File: config.mk
export PLATFORM = sky130hd
export DESIGN_NAME = ivr_receive
export DESIGN_NICKNAME = d
export VERILOG_FILES = /design/src/rtl/ivr_pkg.sv /design/src/rtl/ivr_accept.sv /design/src/rtl/ivr_words.sv /design/src/rtl/ivr_prio.sv /design/src/rtl/ivr_receive.sv
export SDC_FILE = /design/constraint.sdc
export NUM_CORES = 1
export LEC_CHECK = 0
export ABC_AREA = 1
export BUFFER_PORTS_ARGS = -buffer_cell sky130_fd_sc_hd__buf_2
export CORE_AREA = 4 4 88 90
export DETAILED_ROUTE_END_ITERATION = 8
export DIE_AREA = 0 0 92 94
export HOLD_SLACK_MARGIN = 0.05
export PLACE_DENSITY = 0.81
export SLEW_MARGIN = 10
export SYNTH_ARGS = -nofsm -noshare
export SYNTH_HDL_FRONTEND = slang
export SYNTH_HIERARCHICAL = 1
export SYNTH_SLANG_ARGS = --single-unit
File: constraint.sdc
create_clock -name clk -period 2.02 [get_ports clk]
set_clock_uncertainty 0.15 [all_clocks]
set_input_delay 0.101 -clock clk [delete_from_list [all_inputs] [get_ports clk]]
set_output_delay 0.101 -clock clk [all_outputs]
set_load 0.01 [all_outputs]
File: src/rtl/ivr_pkg.sv
package ivr_pkg;
  localparam int TT_W      = 9;
  localparam logic [TT_W-1:0] VEC_TRAP = 9'h060;
  localparam logic [TT_W-1:0] LVL_BASE = 9'h040;
  localparam int BUSY_BIT  = 5;
  localparam int TAG_LSB   = 6;
  localparam logic [4:0] TAG_VAL = 5'h1F;
endpackage

File: src/rtl/ivr_accept.sv
module ivr_accept (
  input  logic clk,
  input  logic rst,
  input  logic vec_req,
  output logic take,
  output logic busy_nxt,
  output logic busy_q,
  output logic wake_q
);
  // accept only when idle; release only when busy and request dropped
  always_comb begin
    take     = vec_req && !busy_q;
    busy_nxt = busy_q;
    if (take) busy_nxt = 1'b1;
    else if (!vec_req && busy_q) busy_nxt = 1'b0;
  end

  always_ff @(posedge clk) begin
    if (rst) begin
      busy_q <= 1'b0;
      wake_q <= 1'b0;
    end else begin
      busy_q <= busy_nxt;
      wake_q <= take;
    end
  end
endmodule

File: src/rtl/ivr_words.sv
module ivr_words #(
  parameter int DATA_W = 64,
  parameter int ID_W   = 6,
  parameter int NWORDS = 3
) (
  input  logic                              clk,
  input  logic                              rst,
  input  logic                              take,
  input  logic [ID_W-1:0]                   vec_id,
  output logic [NWORDS-1:0][DATA_W-1:0]     words_q
);
  import ivr_pkg::*;

  logic [DATA_W-1:0] first_word;
  always_comb begin
    first_word = '0;
    first_word[TAG_LSB +: 5] = TAG_VAL;
    first_word[ID_W-1:0]     = vec_id;
  end

  for (genvar w = 0; w < NWORDS; w++) begin : g_word
    if (w == 0) begin : g_first
      always_ff @(posedge clk) begin
        if (rst)       words_q[w] <= '0;
        else if (take) words_q[w] <= first_word;
      end
    end else begin : g_rest
      always_ff @(posedge clk) begin
        if (rst)       words_q[w] <= '0;
        else if (take) words_q[w] <= '0;
      end
    end
  end
endmodule

File: src/rtl/ivr_prio.sv
module ivr_prio #(
  parameter int NLVL = 16
) (
  input  logic                   clk,
  input  logic                   rst,
  input  logic                   busy_nxt,
  input  logic [NLVL-1:1]        lvl_pend,
  output logic                   trap_req_q,
  output logic [ivr_pkg::TT_W-1:0] trap_type_q
);
  import ivr_pkg::*;
  localparam int IDX_W = $clog2(NLVL);

  logic [IDX_W-1:0] hi_idx;
  logic             any_lvl;
  logic [TT_W-1:0]  code_nxt;

  always_comb begin
    hi_idx  = '0;
    any_lvl = 1'b0;
    for (int i = 1; i < NLVL; i++) begin
      if (lvl_pend[i]) begin
        hi_idx  = IDX_W'(i);
        any_lvl = 1'b1;
      end
    end
    if (busy_nxt)     code_nxt = VEC_TRAP;
    else if (any_lvl) code_nxt = LVL_BASE + TT_W'(hi_idx);
    else              code_nxt = '0;
  end

  always_ff @(posedge clk) begin
    if (rst) begin
      trap_req_q  <= 1'b0;
      trap_type_q <= '0;
    end else begin
      trap_req_q  <= busy_nxt || any_lvl;
      trap_type_q <= code_nxt;
    end
  end
endmodule

File: src/rtl/ivr_receive.sv
module ivr_receive #(
  parameter int DATA_W = 64,
  parameter int ID_W   = 6,
  parameter int STAT_W = 8,
  parameter int NLVL   = 16
) (
  input  logic                      clk,
  input  logic                      rst,
  input  logic                      vec_req,
  input  logic [ID_W-1:0]           vec_id,
  input  logic [NLVL-1:1]           lvl_pend,
  output logic [STAT_W-1:0]         status,
  output logic [DATA_W-1:0]         data0,
  output logic [DATA_W-1:0]         data1,
  output logic [DATA_W-1:0]         data2,
  output logic                      trap_req,
  output logic [ivr_pkg::TT_W-1:0]  trap_type,
  output logic                      wake
);
  import ivr_pkg::*;
  localparam int NWORDS = 3;

  logic take, busy_nxt, busy_q;
  logic [NWORDS-1:0][DATA_W-1:0] words;

  ivr_accept u_acc (
    .clk(clk), .rst(rst), .vec_req(vec_req),
    .take(take), .busy_nxt(busy_nxt), .busy_q(busy_q), .wake_q(wake)
  );

  ivr_words #(.DATA_W(DATA_W), .ID_W(ID_W), .NWORDS(NWORDS)) u_words (
    .clk(clk), .rst(rst), .take(take), .vec_id(vec_id), .words_q(words)
  );

  ivr_prio #(.NLVL(NLVL)) u_prio (
    .clk(clk), .rst(rst), .busy_nxt(busy_nxt), .lvl_pend(lvl_pend),
    .trap_req_q(trap_req), .trap_type_q(trap_type)
  );

  always_comb begin
    status           = '0;
    status[BUSY_BIT] = busy_q;
  end

  assign data0 = words[0];
  assign data1 = words[1];
  assign data2 = words[2];
endmodule

# Word level (Yosys, flattened, before mapping)

Index checks and enable logic that the tools add are counted.
W data, S select, Z words.

Input port bits: 24
Flip-flop bits (word level): 18
Word-level logic and storage cells: 48
Output and inout port bits: 211

Muxes and demuxes: 34
$add $sub $neg: 1
Reductions and logical operators: 6
Bitwise operators: 1

Operator list:

| cell                  | number |
|---|---|
| $mux W4               | 8 |
| $mux W1               | 18 |
| $mux W7               | 2 |
| $mux W3               | 4 |
| $add A7 B4 Y8 const A | 1 |
| $mux W2               | 2 |
| $reduce_or A3 Y1      | 1 |
| $logic_and A1 B1 Y1   | 2 |
| $logic_not A1 Y1      | 2 |
| $logic_or A1 B1 Y1    | 1 |
| $not A1 Y1            | 1 |

# Logic depth before layout (Yosys ltp)

Gate-level depths: netlist of run 1.

Word-level depth: 18
Gate-level depth with buffers: 15
Gate-level depth less buffers: 15

# By module

Netlist of run 1, hierarchy kept.

By module, submodules not included:

| module      | area an instance (sq um) | seq. area each (sq um) | cells each | instances |
|---|---|---|---|---|
| ivr_words   | 1667.8                   | 140.1                  | 227        | 1 |
| ivr_prio    | 372.9                    | 120.1                  | 65         | 1 |
| ivr_accept  | 68.8                     | 40.0                   | 9          | 1 |
| ivr_receive | 63.8                     | 0.0                    | 9          | 1 |

# Worst setup path after synthesis of run 1

Ideal clock, no wire load.

Kind: flip-flop to flip-flop
Start point: register u_acc.busy_q
End point: register u_words/words_q[2] in the netlist's numbering
Arrival: 0.802 ns
Path buffers: 1
Library setup time: 0.113 ns
Required time: 1.757 ns
Path slack: 0.955 ns
Stages on the path, launching flop included: 6
Period minus slack after synthesis: 1.065 ns
Path through: dfxtp_1 -> nor2_1 -> buf_6 -> nand2_1 -> nand2_1 -> nor2_1

Longest elaborated chain between the ends: 2

Ends and longest elaborated chain:

| element                       | line              | RTL |
|---|---|---|
| start, declared               | ivr_accept.sv:7   | `output logic busy_q,` |
| start signal, assigned        | ivr_accept.sv:23  | `busy_q <= busy_nxt;` |
| $logic_not A1 Y1              | ivr_accept.sv:12  | `take = vec_req && !busy_q;` |
| $logic_and A1 B1 Y1           | ivr_accept.sv:12  |  |
| net take                      | ivr_receive.sv:23 | `logic take, busy_nxt, busy_q;` |
| end signal, assigned by index | ivr_words.sv:25   | `else if (take) words_q[w] <= first_word;` |
| end, declared                 | ivr_words.sv:10   | `output logic [NWORDS-1:0][DATA_W-1:0] words_q` |

The timed path passes the listed nets, and every way through them passes these cells.
A chain may end at the register's enable or synchronous reset.

# Final worst setup path of run 1

Start point: input lvl_pend[14] in the netlist's numbering
End point: register u_prio/trap_type_q[6] in the netlist's numbering

Longest elaborated chain between the ends: 5
Elaborated cells on any way between the ends: 7
Those cells by class: add/sub: 1; mux: 6

Ends and longest elaborated chain:

| element              | line              | RTL |
|---|---|---|
| start, declared      | ivr_receive.sv:11 | `input logic [NLVL-1:1] lvl_pend,` |
| $mux W4 (2 in a row) | ivr_prio.sv:22    | `if (lvl_pend[i]) begin` |
| $add A7 B4 Y8        | ivr_prio.sv:28    | `else if (any_lvl) code_nxt = LVL_BASE + TT_W'(hi_idx);` |
| $mux W7 *            | ivr_prio.sv:28    |  |
| $mux W7 *            | ivr_prio.sv:27    | `if (busy_nxt) code_nxt = VEC_TRAP;` |
| end signal, assigned | ivr_prio.sv:38    | `trap_type_q <= code_nxt;` |
| end, declared        | ivr_prio.sv:9     | `output logic [ivr_pkg::TT_W-1:0] trap_type_q` |

Mark *: on every way between the ends. The rest lies on a longest branch, timed or not.

==> results.py, run 1 <==
metrics = {
    "outcome": {
        "status": "finished, final reports clean",
    },
    "placed_design": {
        "portBuffers": 43,
        "gp_congestion": 0.760,
        "dp_cells": 441,
        "place_hpwl_um": 3020,
        "pre_cts_ws_ps": 639,
    },
    "logic_synthesis": {
        "netlist_area_um2": 2170,
        "synthAdderAreaFrac": 0,
        "synth_xor_xnor_area_share": 0,
        "synth.area.mux_share": 0,
        "yosysTopAreaCell": "buf_4",
        "ys_ff_latch": 15,
        "ys_warn_count": 6,
        "avgSynthCellArea_um2": 7.01,
        "seq_area_frac_synth": 0.138,
        "synth_compound_area_frac": 0.0144,
        "synth_cells": 310,
        "ys_top_cells_by_area": "buf_4 68%, dfxtp_1 14%, nand2_1 5.7%",
        "synth_top_family_by_area": "buffers and inverters",
        "ys_types": 15,
        "yosysTopAreaCellShare": 0.680,
        "synth-simple-area-share": 0.110,
    },
    "timing": {
        "setup_violations": 0,
        "tightest_slew_ps": 784,
        "fmax_ghz": 0.536,
        "rsz0062_at_grt": "no",
        "hold_slack_ps": 73.5,
        "tns_ps": 0,
        "hold_violations": 0,
        "slew_viol_final": 0,
        "period_needed_ps": 1870,
        "fin_crit_sh": 0.924,
        "setup_slack_ps": 154,
        "timing.slew.headroom": 0.475,
    },
    "global_route": {
        "grt_overflow": 0,
        "grt_pass1_wl_um": 4430,
        "grt_pass1_vias": 1015,
        "grt_max_degree": 14,
        "antenna_found_initial": 0,
        "grt_usage": 0.0623,
    },
    "cells_and_area": {
        "syn_to_final_growth_pct": -12.6,
        "final_cell_count_no_fill": 458,
        "drive_gt1_frac": 0.142,
        "fillers": 808,
        "final_cell_mix": "191 x conb_1, 43 x buf_2, 33 x nand2_1",
        "n_antenna_cell": 0,
        "final_common_cell": "conb_1",
        "final_net_count": 384,
    },
    "setup_path": {
        "r2r_slack_ps": 550,
        "path_cells": "dlygate4sd3_1 -> buf_2 -> nor2_1 -> nand2_1 -> nor2_1 -> a31oi_1 -> dlygate4sd3_1",
        "cpPeakStageDelay_ps": 560,
        "worst-setup-path-type": "input pin to flop",
        "cp-end-kind": "flop",
        "startpoint_type": "input pin",
        "critPathRequiredTime_ps": 2000,
        "cp.arrival_ps": 1840,
        "cp_max_fo": 3,
        "cp_slowest_cell": "dlygate4sd3_1",
    },
    "route": {
        "drtPass1Iterations": 4,
        "via_per_inst": 2.79,
        "wl_per_cell_um": 7.79,
        "routed_wirelength_um": 3570,
        "drc": 0,
        "vias": 1278,
        "antenna_left": 0,
        "drt-initial-drc-count": 12,
    },
    "power": {
        "p_leak_uw": 0.00128,
        "p_sw_frac": 0.398,
        "combPwrFrac": 0.361,
        "power.switching_uw": 347,
        "pwr_density_cell_nw_per_um2": 459,
        "peakVddDrop_mv": 0.194,
        "clockPowerShare": 0.266,
        "pwr-share-seq": 0.373,
        "p_int_uw": 525,
    },
    "floorplanning": {
        "die_area_um2": 8650,
        "num_rows": 31,
        "start_util": 0.308,
        "io_pins": 235,
        "core-area_um2": 7060,
        "die_w_um": 92,
        "chipHeight_um": 94,
    },
    "clocking": {
        "cts_tree": "done",
        "clk_pin_slew_worst_paths_ps": 60,
        "h-tree-depth": 1,
        "cts-resized-gates": 0,
        "clock_latency_ps": 240,
        "cts_buffer_depth": 2,
        "clock-sinks": 15,
        "cts_made_buffers": 3,
        "cts_root_buf": "clkbuf_8",
    },
    "run": {
        "maxCapViolCount": 0,
    },
    "hold_path": {
        "hp-class": "input pin to flop",
    },
}
==> metal layers <==
metal / part of all wire / up-vias / track usage
met5: 0 / - / 0
met4: 0.0087 / 0 / 0.0223
met3: 0.16 / 4 / 0.0144
met2: 0.54 / 125 / 0.128
met1: 0.29 / 530 / 0.0594
li1: - / 619 / -
==> synthesized netlist by cell type (all sizes together) <==
library cell	instances
buf	198
nand2	33
inv	26
nor2	26
dfxtp	15
a21oi	3
conb	3
a31oi	2
nand3	2
clkbuf	1
nor3	1
==> path summary, 6_finish.rpt <==
| kind | from | end | depth (start not counted) |
|---|---|---|---|
| setup / recovery | lvl_pend[14] | u_prio/trap_type_q[6] | 7 |
| hold / removal | lvl_pend[12] | u_prio/trap_type_q[0] | 6 |
| setup reg to reg | u_acc/busy_q | u_words/words_q[4] | 4 |
| hold reg to reg | u_acc/busy_q | u_acc/wake_q | 1 |
==> what timing repair did <==
action,in CTS,in global routing
hold buffers,13,0
hold endpoints to repair,13,0
buffers inserted,0,0
==> flip-flops by register name, indices dropped and copies added (netlist names) <==
| signal | cells |
|---|---|
| u_acc/busy_q | 1 |
| u_prio/trap_type_q | 6 |
| u_words/words_q | 7 |
| u_acc/wake_q | 1 |
==> critical path: cells and delay by family <==
kind,cells,cell delay [ps]
buffers and inverters,3,1200
AO/OA/AOI/OAI,1,100
AND/OR/NAND/NOR,3,430
==> power groups by stage <==
stage	Combinational (uW)	Clock (uW)	Sequential [uW]
floorplan	497	0	340
global placement	278	0	331
detailed placement	281	0	331
CTS	301	238	325
global route	354	252	328
finish	315	232	325
==> per-stage QoR <==
| stage | instance area [um^2] | util | total power (uW) |
|---|---|---|---|
| finish | 1900 | 0.269 | 872 |
| global route | 1900 | 0.269 | 934 |
| CTS | 1900 | 0.269 | 864 |
| detailed placement | 1720 | 0.244 | 612 |
| global placement | 1720 | 0.244 | 609 |
| floorplan | 2880 | - | 837 |
==> layout make-up <==
cell class                 count  area (um^2)  share of cell area
multi-input combinational    258          987               0.520
timing repair buffer          56          345               0.182
sequential                    15          300               0.158
tap                           99          124              0.0652
inverter                      26         97.6              0.0514
clock buffer                   4         45.0              0.0237
==> kinds of logic after synthesis <==
| group | count (synthesis) |
|---|---|
| and+or+nand+nor | 62 |
| DFF | 15 |
| other | 3 |
| buffers and inverters | 225 |
| AOI/OAI and AO/OA | 5 |
Power figures use the tool's default switching activity.
==> run 2, diff against run 1 <==
--- a/config.mk
+++ b/config.mk
@@ -7,11 +7,13 @@
 export LEC_CHECK = 0
 export ABC_AREA = 1
 export BUFFER_PORTS_ARGS = -buffer_cell sky130_fd_sc_hd__buf_2
-export CORE_AREA = 4 4 88 90
+export CELL_PAD_IN_SITES_DETAIL_PLACEMENT = 0
+export CELL_PAD_IN_SITES_GLOBAL_PLACEMENT = 1
+export CORE_MARGIN = 4
+export CORE_UTILIZATION = 23
 export DETAILED_ROUTE_END_ITERATION = 8
-export DIE_AREA = 0 0 92 94
 export HOLD_SLACK_MARGIN = 0.05
-export PLACE_DENSITY = 0.81
+export PLACE_DENSITY = 0.93
 export SLEW_MARGIN = 10
 export SYNTH_ARGS = -nofsm -noshare
 export SYNTH_HDL_FRONTEND = slang
==> run 2 against run 1 <==
Net effect: sequential share of layout area down 0.41 points; highest routed layer unchanged; utilization decreased by 5.8 points; non-clock buffer count increased by 1; final cell count rose by 6.8%; critical endpoint unchanged; critical path depth unchanged; first-iteration DRC count grew 33%; largest cell class unchanged; setup slack gained 66 ps.
==> results.py, run 2 (synthesis gave the netlist of run 1 again) <==
metrics = {
    "global_route": {
        "grt.busiest_layer": "met2",
        "grtUsageMet2": 0.0965,
        "grt_pass1_wl_um": 4260,
        "met3_usage": 0.00679,
        "grt_usage": 0.0469,
        "grt_pass1_vias": 909,
        "grt_max_degree": 14,
        "antenna_found_initial": 0,
        "met1_usage": 0.0450,
        "grt_overflow": 0,
    },
    "power": {
        "clockPowerShare": 0.266,
        "p_sw_frac": 0.393,
        "p_leak_uw": 0.00129,
        "pwr_density_cell_nw_per_um2": 445,
        "power.switching_uw": 341,
        "peakVddDrop_mv": 0.177,
        "p_int_uw": 527,
        "pwr-share-seq": 0.373,
        "combPwrFrac": 0.361,
    },
    "cells_and_area": {
        "regMostFlops": "u_words/words_q",
        "final_cell_count_no_fill": 489,
        "reg.largest.list": "u_words/words_q (7), u_prio/trap_type_q (6)",
        "design_area_um2": 1950,
        "final_cell_mix": "191 x conb_1, 43 x buf_2, 33 x nand2_1",
        "n_antenna_cell": 0,
        "drive_gt1_frac": 0.150,
        "fillers": 1038,
        "syn_to_final_growth_pct": -10.3,
        "final_net_count": 385,
        "postLayoutCoreUtil": 0.211,
        "largest_reg_flops": 7,
        "final_common_cell": "conb_1",
    },
    "clocking": {
        "cts_made_buffers": 3,
        "h-tree-depth": 1,
        "cts_buffer_depth": 2,
        "clock_latency_ps": 240,
        "clk_pin_slew_worst_paths_ps": 60,
        "cts_root_buf": "clkbuf_8",
        "clock-sinks": 15,
        "cts_setup_buffers": 0,
        "cts_tree": "done",
    },
    "route": {
        "drt-initial-drc-count": 16,
        "wl_per_cell_um": 6.99,
        "drtPass1Iterations": 4,
        "drc": 0,
        "via_per_inst": 2.58,
        "antenna_left": 0,
        "routed_wirelength_um": 3420,
        "vias": 1264,
    },
    "floorplanning": {
        "num_rows": 35,
        "die_w_um": 105,
        "core-area_um2": 9240,
        "chipHeight_um": 105,
        "io_pins": 235,
        "die_area_um2": 11100,
        "start_util": 0.235,
    },
    "placed_design": {
        "place_hpwl_um": 3060,
        "portBuffers": 43,
        "dpl-instance-area_um2": 1770,
        "dp_cells": 472,
        "gp_congestion": 0.694,
    },
    "timing": {
        "rsz0062_at_grt": "no",
        "fin_crit_sh": 0.891,
        "hold_violations": 0,
        "period_needed_ps": 1800,
        "fmax_ghz": 0.556,
        "setup_violations": 0,
        "tns_ps": 0,
        "slew_viol_final": 0,
    },
    "setup_path": {
        "worst-setup-path-type": "input pin to flop",
        "cp-end-kind": "flop",
        "cp_max_fo": 3,
        "startpoint_type": "input pin",
        "critPathRequiredTime_ps": 1990,
        "cp.arrival_ps": 1770,
    },
    "run": {
        "maxCapViolCount": 0,
    },
    "hold_path": {
        "hp-class": "input pin to flop",
    },
    "outcome": {
        "status": "finished, final reports clean",
    },
}
## run 2: final cells by class
| cell class | instances | area (um^2) | area share |
|---|---|---|---|
| Multi-Input combinational cell | 258 | 992 | 0.509 |
| Timing Repair Buffer | 57 | 353 | 0.181 |
| Sequential cell | 15 | 300 | 0.154 |
| Tap cell | 129 | 161 | 0.0828 |
| Inverter | 26 | 97.6 | 0.0501 |
| Clock buffer | 4 | 45.0 | 0.0231 |
## run 2: stage by stage
| step | hold slack (ps) | worst slack [ps] | power, uW |
|---|---|---|---|
| after floorplan | 20.4 | 955 | 837 |
| after global placement | 200 | 794 | 611 |
| after detailed placement | 193 | 776 | 611 |
| after CTS | 64.0 | 138 | 861 |
| after global routing | 83.3 | 70.9 | 928 |
| final | 61.9 | 220 | 868 |
## run 2: power groups by stage
stage               registers (uW)  logic (uW)  clock network [uW]
CTS                            324         301                 236
floorplan                      340         497                   0
global route                   326         350                 252
detailed placement             330         281                   0
finish                         324         313                 231
global placement               329         282                   0
## run 2: path summary, 6_finish.rpt
path                              startpoint                     to  slack [ps]  cells past startpoint
worst min register to register  u_acc/busy_q           u_acc/wake_q         300                      1
worst max register to register  u_acc/busy_q     u_words/words_q[4]         990                      5
worst max-delay path            lvl_pend[14]  u_prio/trap_type_q[6]         220                      7
worst min-delay path            lvl_pend[13]  u_prio/trap_type_q[0]          60                      5
## run 2: layer usage
metal | vias to the layer above | routed length, um
li1 | 621 | -
met1 | 523 | 1020
met2 | 118 | 1820
met3 | 2 | 539
met4 | 0 | 42
met5 | - | 0
## run 2: repair_timing
item	CTS	global route
hold endpoints to repair	13	0
setup endpoints to repair	0	1
hold buffers	13	0
resized for setup	0	2
## run 2: worst max-delay path, stage by stage
cell	delay (ps)
dlygate4sd3_1	530
buf_2	130
nor2_2	120
nand2_1	100
nor2_2	130
a31oi_1	90
dlygate4sd3_1	560
==> run 3, diff against run 2 <==
==> constraint.sdc (replaced) <==
create_clock -name clk -period 2.28 [get_ports clk]
set_clock_uncertainty 0.15 [all_clocks]
set_input_delay 0.114 -clock clk [delete_from_list [all_inputs] [get_ports clk]]
set_output_delay 0.114 -clock clk [all_outputs]
set_load 0.01 [all_outputs]
==> run 3 against run 2 <==
Net effect: wire length rose by 3.7%; sequential power is 11% lower; sequential cell count is the same; final cell count is 0.20% higher; die area is the same; non-clock buffer count grew 1; total power decreased by 11%; worst hold slack gained 22 ps; sequential share of layout area hardly changed; critical path depth unchanged; setup slack got worse by 90 ps; clock power shrank 9.5%; critical endpoint is now u_prio/trap_type_q[1].
==> results.py, run 3 (synthesis gave the netlist of run 1 again) <==
metrics = {
    "floorplanning": {
        "core-area_um2": 9240,
        "start_util": 0.235,
        "die_area_um2": 11100,
        "chipHeight_um": 105,
        "die_w_um": 105,
        "io_pins": 235,
        "num_rows": 35,
    },
    "cells_and_area": {
        "syn_to_final_growth_pct": -10.1,
        "drive_gt1_frac": 0.144,
        "n_antenna_cell": 0,
        "final_net_count": 386,
        "final_common_cell": "conb_1",
        "final_cell_count_no_fill": 490,
        "final_cell_mix": "191 x conb_1, 43 x buf_2, 33 x nand2_1",
        "largest_reg_flops": 7,
        "regMostFlops": "u_words/words_q",
        "reg.largest.list": "u_words/words_q (7), u_prio/trap_type_q (6)",
        "fillers": 1039,
    },
    "placed_design": {
        "portBuffers": 43,
        "dp_cells": 472,
        "gp_congestion": 0.690,
        "place_hpwl_um": 3070,
    },
    "route": {
        "vias": 1267,
        "antenna_left": 0,
        "drc": 0,
        "drtPass1Iterations": 4,
        "routed_wirelength_um": 3540,
        "wl_per_cell_um": 7.23,
        "via_per_inst": 2.59,
        "drt-initial-drc-count": 23,
    },
    "global_route": {
        "grt_overflow": 0,
        "grt_max_degree": 14,
        "antenna_found_initial": 0,
        "grt_pass1_vias": 917,
        "grt_usage": 0.0481,
        "grt_pass1_wl_um": 4260,
    },
    "timing": {
        "rsz0062_at_grt": "no",
        "fmax_ghz": 0.465,
        "period_needed_ps": 2150,
        "slew_viol_final": 0,
        "hold_violations": 0,
        "fin_crit_sh": 0.943,
        "tns_ps": 0,
        "setup_violations": 0,
    },
    "setup_path": {
        "startpoint_type": "input pin",
        "worst-setup-path-type": "input pin to flop",
        "critPathRequiredTime_ps": 2320,
        "cp-end-kind": "flop",
        "cp.arrival_ps": 2190,
        "r2r_cells": 5,
        "cp_max_fo": 2,
    },
    "clocking": {
        "cts_tree": "done",
        "cts_buffer_depth": 2,
        "cts_hold_buf": 14,
        "cts_root_buf": "clkbuf_8",
        "clk_pin_slew_worst_paths_ps": 60,
        "h-tree-depth": 1,
        "cts_made_buffers": 3,
        "clock_latency_ps": 240,
        "clock-sinks": 15,
        "cts-resized-gates": 0,
        "cts_setup_buffers": 0,
    },
    "run": {
        "maxCapViolCount": 0,
    },
    "power": {
        "p_leak_uw": 0.00130,
        "pwr_density_cell_nw_per_um2": 397,
        "peakVddDrop_mv": 0.140,
    },
    "hold_path": {
        "hp-class": "input pin to flop",
        "holdPathStages": 5,
    },
    "outcome": {
        "status": "finished, final reports clean",
    },
}
## run 3: changes by cell type in the layout (fill, tap and decap cells not counted)
cell / before / now
dlygate4sd3_1: 13 / 14
nor2_1: 23 / 25
nor2_2: 3 / 1
## run 3: per-stage QoR
step | power, uW | cell area, um^2 | hold slack, ps | setup WS [ps] | utilization
after global routing | 829 | 1950 | 95.8 | 52.9 | 0.212
after detailed placement | 543 | 1770 | 208 | 1020 | 0.191
after global placement | 542 | 1770 | 209 | 1020 | 0.191
after floorplan | 742 | 2880 | 33.4 | 1220 | -
after CTS | 775 | 1950 | 81.8 | 157 | 0.212
final | 776 | 1950 | 83.7 | 130 | 0.212
## run 3: worst max-delay path: stages
cell           delay (ps)
dlygate4sd3_1         540
buf_2                 130
nor2_1                100
dlygate4sd3_1         570
nand2_1                70
a21oi_1               120
dlygate4sd3_1         550
## run 3: area by class of cell
type                            instances  area [um^2]  share of cell area
Inverter                               26         97.6              0.0499
Sequential cell                        15          300               0.154
Timing Repair Buffer                   58          363               0.186
Tap cell                              129          161              0.0826
Multi-Input combinational cell        258          987               0.505
Clock buffer                            4         45.0              0.0230
## run 3: path summary, 6_finish.rpt
check / slack, ps / end / start
max: 130 / u_prio/trap_type_q[1] / lvl_pend[13]
min: 80 / u_prio/trap_type_q[2] / lvl_pend[12]
min reg2reg: 300 / u_acc/wake_q / u_acc/busy_q
max reg2reg: 1250 / u_words/words_q[4] / u_acc/busy_q
## run 3: power breakdown
part           leakage [uW]  switching (uW)  internal (uW)  total, uW
Combinational       0.00115             215           65.2        280
Sequential         0.000125            7.49            280        287
Clock             0.0000228            85.5            124        209
## run 3: metal layers
layer	wire length, um	track usage	share of wire	vias up
li1	-	-	-	625
met1	978	0.0410	0.28	520
met2	1940	0.0993	0.55	118
met3	576	0.00988	0.16	4
met4	47	0.0281	0.013	0
met5	0	0	0	-
